## config.mk

```make
export PLATFORM = sky130hd
export DESIGN_NAME = updn_counter
export DESIGN_NICKNAME = d
export VERILOG_FILES = /design/src/rtl/updn_cnt_pkg.sv /design/src/rtl/strobe_sampler.sv /design/src/rtl/count_core.sv /design/src/rtl/tc_decode.sv /design/src/rtl/updn_counter.sv
export SDC_FILE = /design/constraint.sdc
export NUM_CORES = 1
export LEC_CHECK = 0
export BUFFER_PORTS_ARGS = -buffer_cell sky130_fd_sc_hd__clkbuf_2
export CAP_MARGIN = 20
export CORE_AREA = 2 2 39 41
export DETAILED_ROUTE_END_ITERATION = 10
export DIE_AREA = 0 0 41 43
export GPL_ROUTABILITY_DRIVEN = 0
export PLACE_DENSITY_LB_ADDON = 0.2
export SLEW_MARGIN = 25
export SYNTH_ARGS = -nofsm -noshare
export SYNTH_HDL_FRONTEND = slang
export SYNTH_HIERARCHICAL = 1
export SYNTH_SLANG_ARGS = --single-unit
```

## constraint.sdc

```tcl
create_clock -name clk -period 2 [get_ports clk]
set_input_delay 0.1 -clock clk [delete_from_list [all_inputs] [get_ports clk]]
set_output_delay 0.1 -clock clk [all_outputs]
set_load 0.05 [all_outputs]
```

## src/rtl/updn_cnt_pkg.sv

```systemverilog
package updn_cnt_pkg;

    localparam int unsigned CNT_W   = 4;
    localparam int unsigned NUM_STB = 2;
    localparam int unsigned STB_UP  = 0;
    localparam int unsigned STB_DN  = 1;

    typedef logic [CNT_W-1:0] cnt_t;

    localparam cnt_t CNT_MAX = {CNT_W{1'b1}};
    localparam cnt_t CNT_MIN = '0;

    typedef struct packed {
        logic cur;
        logic prev;
    } smp_t;

    typedef enum logic [2:0] {
        OP_HOLD,
        OP_INC,
        OP_DEC,
        OP_LOAD,
        OP_CLEAR
    } op_e;

    function automatic logic rose(input smp_t s);
        return s.cur & ~s.prev;
    endfunction

    function automatic logic steady_high(input smp_t s);
        return s.cur & s.prev;
    endfunction

endpackage

```

## src/rtl/strobe_sampler.sv

```systemverilog
module strobe_sampler
    import updn_cnt_pkg::*;
#(
    parameter int unsigned N = NUM_STB
) (
    input  logic             clk,
    input  logic             rst,
    input  logic [N-1:0]     stb,
    output smp_t [N-1:0]     smp
);

    for (genvar i = 0; i < N; i++) begin : g_stb
        smp_t s_q;
        always_ff @(posedge clk) begin
            if (rst) begin
                s_q <= '{cur: 1'b1, prev: 1'b1};
            end else begin
                s_q <= '{cur: stb[i], prev: s_q.cur};
            end
        end
        assign smp[i] = s_q;
    end

endmodule

```

## src/rtl/count_core.sv

```systemverilog
module count_core
    import updn_cnt_pkg::*;
(
    input  logic clk,
    input  logic rst,
    input  logic clr,
    input  logic load_n,
    input  cnt_t preset,
    input  smp_t smp_up,
    input  smp_t smp_dn,
    output cnt_t count
);

    op_e  op;
    cnt_t cnt_q;

    always_comb begin
        if (clr) begin
            op = OP_CLEAR;
        end else if (!load_n) begin
            op = OP_LOAD;
        end else if (rose(smp_up) && steady_high(smp_dn)) begin
            op = OP_INC;
        end else if (rose(smp_dn) && steady_high(smp_up)) begin
            op = OP_DEC;
        end else begin
            op = OP_HOLD;
        end
    end

    always_ff @(posedge clk) begin
        if (rst) begin
            cnt_q <= CNT_MIN;
        end else begin
            unique case (op)
                OP_CLEAR: cnt_q <= CNT_MIN;
                OP_LOAD:  cnt_q <= preset;
                OP_INC:   cnt_q <= cnt_q + cnt_t'(1);
                OP_DEC:   cnt_q <= cnt_q - cnt_t'(1);
                default:  cnt_q <= cnt_q;
            endcase
        end
    end

    assign count = cnt_q;

endmodule

```

## src/rtl/tc_decode.sv

```systemverilog
module tc_decode
    import updn_cnt_pkg::*;
(
    input  cnt_t count,
    input  logic up_lvl,
    input  logic dn_lvl,
    output logic tc_up_n,
    output logic tc_dn_n
);

    always_comb begin
        tc_up_n = ~((count == CNT_MAX) & ~up_lvl);
        tc_dn_n = ~((count == CNT_MIN) & ~dn_lvl);
    end

endmodule

```

## src/rtl/updn_counter.sv

```systemverilog
module updn_counter
    import updn_cnt_pkg::*;
(
    input  logic             clk,
    input  logic             rst,
    input  logic             clr,
    input  logic             load_n,
    input  logic [CNT_W-1:0] preset,
    input  logic             up_stb,
    input  logic             dn_stb,
    output logic [CNT_W-1:0] count,
    output logic             tc_up_n,
    output logic             tc_dn_n
);

    smp_t [NUM_STB-1:0] smp;
    cnt_t               cnt_w;
    logic [NUM_STB-1:0] stb_vec;

    always_comb begin
        stb_vec         = '0;
        stb_vec[STB_UP] = up_stb;
        stb_vec[STB_DN] = dn_stb;
    end

    strobe_sampler #(.N(NUM_STB)) u_sampler (
        .clk (clk),
        .rst (rst),
        .stb (stb_vec),
        .smp (smp)
    );

    count_core u_core (
        .clk    (clk),
        .rst    (rst),
        .clr    (clr),
        .load_n (load_n),
        .preset (preset),
        .smp_up (smp[STB_UP]),
        .smp_dn (smp[STB_DN]),
        .count  (cnt_w)
    );

    tc_decode u_tc (
        .count   (cnt_w),
        .up_lvl  (smp[STB_UP].cur),
        .dn_lvl  (smp[STB_DN].cur),
        .tc_up_n (tc_up_n),
        .tc_dn_n (tc_dn_n)
    );

    assign count = cnt_w;

endmodule

```

==> flow_summary.toml <==
[clocking]
cts.sinks = 8
cts_buffers = 3
htreeDepth = 1
path_clk_slew_ns = 0.06
clk_path_buf_depth = 2
clockRootBuffer = "clkbuf_4"
clk_latency_ns = 0.26
cts_tree = "done"

[drt]
drc = 0
firstDrtPassIters = 4
vias_per_cell = 5.10
ant_nets = 0
drt-initial-drc-count = 16
wirelength_um = 1090
wl_per_cell_um = 12.6
vias = 444

[layout]
layout_common_cells = "clkbuf_2, dfxtp_1, nor2_1, a21oi_1"
final_common_cell = "clkbuf_2"
num_antenna_cells = 0
post-route-util = 0.450
drive_gt1_frac = 0.394
final_cells = 87
nets = 86
syn_to_final_growth_pct = 42.3

[logic_synthesis]
synthXorXnorAreaFrac = 0.0400
synth_edf_count = 0
synthesis.nets = 61
muxShareOfSynthArea = 0
synth_fa_ha_area_frac = 0.103
yosys_warnings = 6
synth_compound_area_frac = 0.169
yosys-top-cells-area = "dfxtp_1, a21oi_1, ha_1"
synthCells = 48
synth_cell_types = 24
synth_area_um2 = 438
ys_seq_area_frac = 0.366
synth_top_family_by_area = "simple AND/OR/NAND/NOR gates"
async_reset_ff_frac = 0
yosysTopAreaCell = "dfxtp_1"
yosys.area_share.simple = 0.306
synth_top_area_share = 0.366
postSynthAreaPerCell_um2 = 9.12
synth_ff_type = "dfxtp_1"
ys_ff_latch = 8

[sta]
fin_ws_ns = 0.0648
skew_ns = 0.00178
tightestPinTransition_ns = 0.346
finalCriticalPeriod_ns = 1.94
rsz0062_at_grt = "no"
hold_viol = 0
drv_slew = 0
max_freq_mhz = 517
slew-limit-headroom = 0.768
setup_viol = 0
period_share = 0.968
setup_tns_ns = 0

[floorplanning]
die_w_um = 41
rows = 14
core_um2 = 1380
die_area_um2 = 1760
die_y_um = 43
initial_core_util = 0.316
io_pins = 16

[setup_path]
critPathMaxFanout = 3
end_kind = "register"
cp.required_ns = 2.19
cp.arrival_ns = 2.13
startpoint_type = "register"
path_class = "register to register"

[placement]
dp_cells = 83
port-buffer-count = 15
dp.final_hpwl_um = 794
place_ws_ns = 0.0454

[power_and_ir_drop]
power_uw = 380
internal_power_uw = 267
power.switching_uw = 113
cellPowerDensity_nw_per_um2 = 610
p_leak_nw = 0.291
ir_drop_mv = 0.422
seqPwrFrac = 0.465
p_comb_frac = 0.192
power.share.switching = 0.298
clkPwrFrac = 0.343

[min_path]
holdCritPathClass = "input port to register"

[global_route]
grt.overflow.total = 0
grt.total_usage = 0.149
met1_usage = 0.175
antenna_found_initial = 0
grt_pass1_vias = 388
grt_busiest_layer = "met2"
grt_pass1_wl_um = 1590
use_met2 = 0.200
grt_max_degree = 9
use_met3 = 0.0471

[run]
drv_cap = 0

[status]
status = "complete, no violations"
-- state kept, by name (all words and copies together), names as in the netlist --
| signal | cells |
|---|---|
| u_sampler/smp | 4 |
| u_core/count | 4 |
-- path summary, 6_finish.rpt --
path	from	endpoint	slack (ns)	cells past startpoint
setup reg to reg	u_sampler/smp[1]$_SDFF_PP1_	u_core/count[3]$_SDFFE_PP0P_	0.06	7
hold reg to reg	u_sampler/smp[1]$_SDFF_PP1_	u_sampler/smp[0]$_SDFF_PP1_	0.58	2
hold / removal	dn_stb	u_sampler/smp[3]$_SDFF_PP1_	0.01	2
setup / recovery	u_sampler/smp[1]$_SDFF_PP1_	u_core/count[3]$_SDFFE_PP0P_	0.06	7
-- worst max-delay path, cell delays in order (launching register included) --
cell      delay, ns
dfxtp_2        0.35
nand4b_4       0.12
nor3b_4        0.25
ha_4           0.25
a21oi_1        0.19
a21oi_1        0.10
or4_1          0.48
a31oi_1        0.13
-- metal layers --
layer,part of all wire,vias up
li1,-,220
met1,0.44,200
met2,0.45,19
met3,0.073,5
met4,0.036,0
met5,0,-
-- Yosys cell counts (all sizes together), types with 2 or more instances --
cell / n
ha: 2
a21oi: 5
a222oi: 2
or2: 4
nor3: 2
nand2: 3
dfxtp: 8
inv: 2
nor2: 5
-- through the flow --
| stage | instance area (um^2) | hold slack (ns) |
|---|---|---|
| floorplan | 449 | 0.169 |
| global placement | 574 | 0.279 |
| detailed placement | 574 | 0.282 |
| CTS | 597 | 0.0132 |
| global route | 623 | 0.0162 |
| finish | 623 | 0.0132 |
-- kinds of logic after synthesis --
| group | Yosys count |
|---|---|
| AND/OR/NAND/NOR | 22 |
| AO/OA/AOI/OAI | 11 |
| adder cells (fa/ha/maj) | 3 |
| XOR/XNOR | 2 |
| flip-flops | 8 |
| buffers and inverters | 2 |
-- repair_timing --
action | in CTS | in global routing
buffers inserted | 0 | 1
endpoints found under the setup margin | 0 | 1
hold buffers | 0 | 0
resized for setup | 0 | 4
-- cell type report --
type | count | area [um^2]
fillers | 146 | 761
multi-input cells | 38 | 294
flip-flops and latches | 8 | 163
repair buffers | 20 | 116
clock buffers | 3 | 22.5
well taps | 16 | 20.0
inverters | 2 | 7.51
-- power groups by stage --
stage               registers (mW)  logic [mW]  clock network, mW
floorplan                    0.191      0.0316                  0
global route                 0.178      0.0796              0.138
global placement             0.180      0.0712                  0
detailed placement           0.180      0.0711                  0
CTS                          0.176      0.0715              0.133
finish                       0.177      0.0728              0.130
Power figures use the tool's default switching activity.
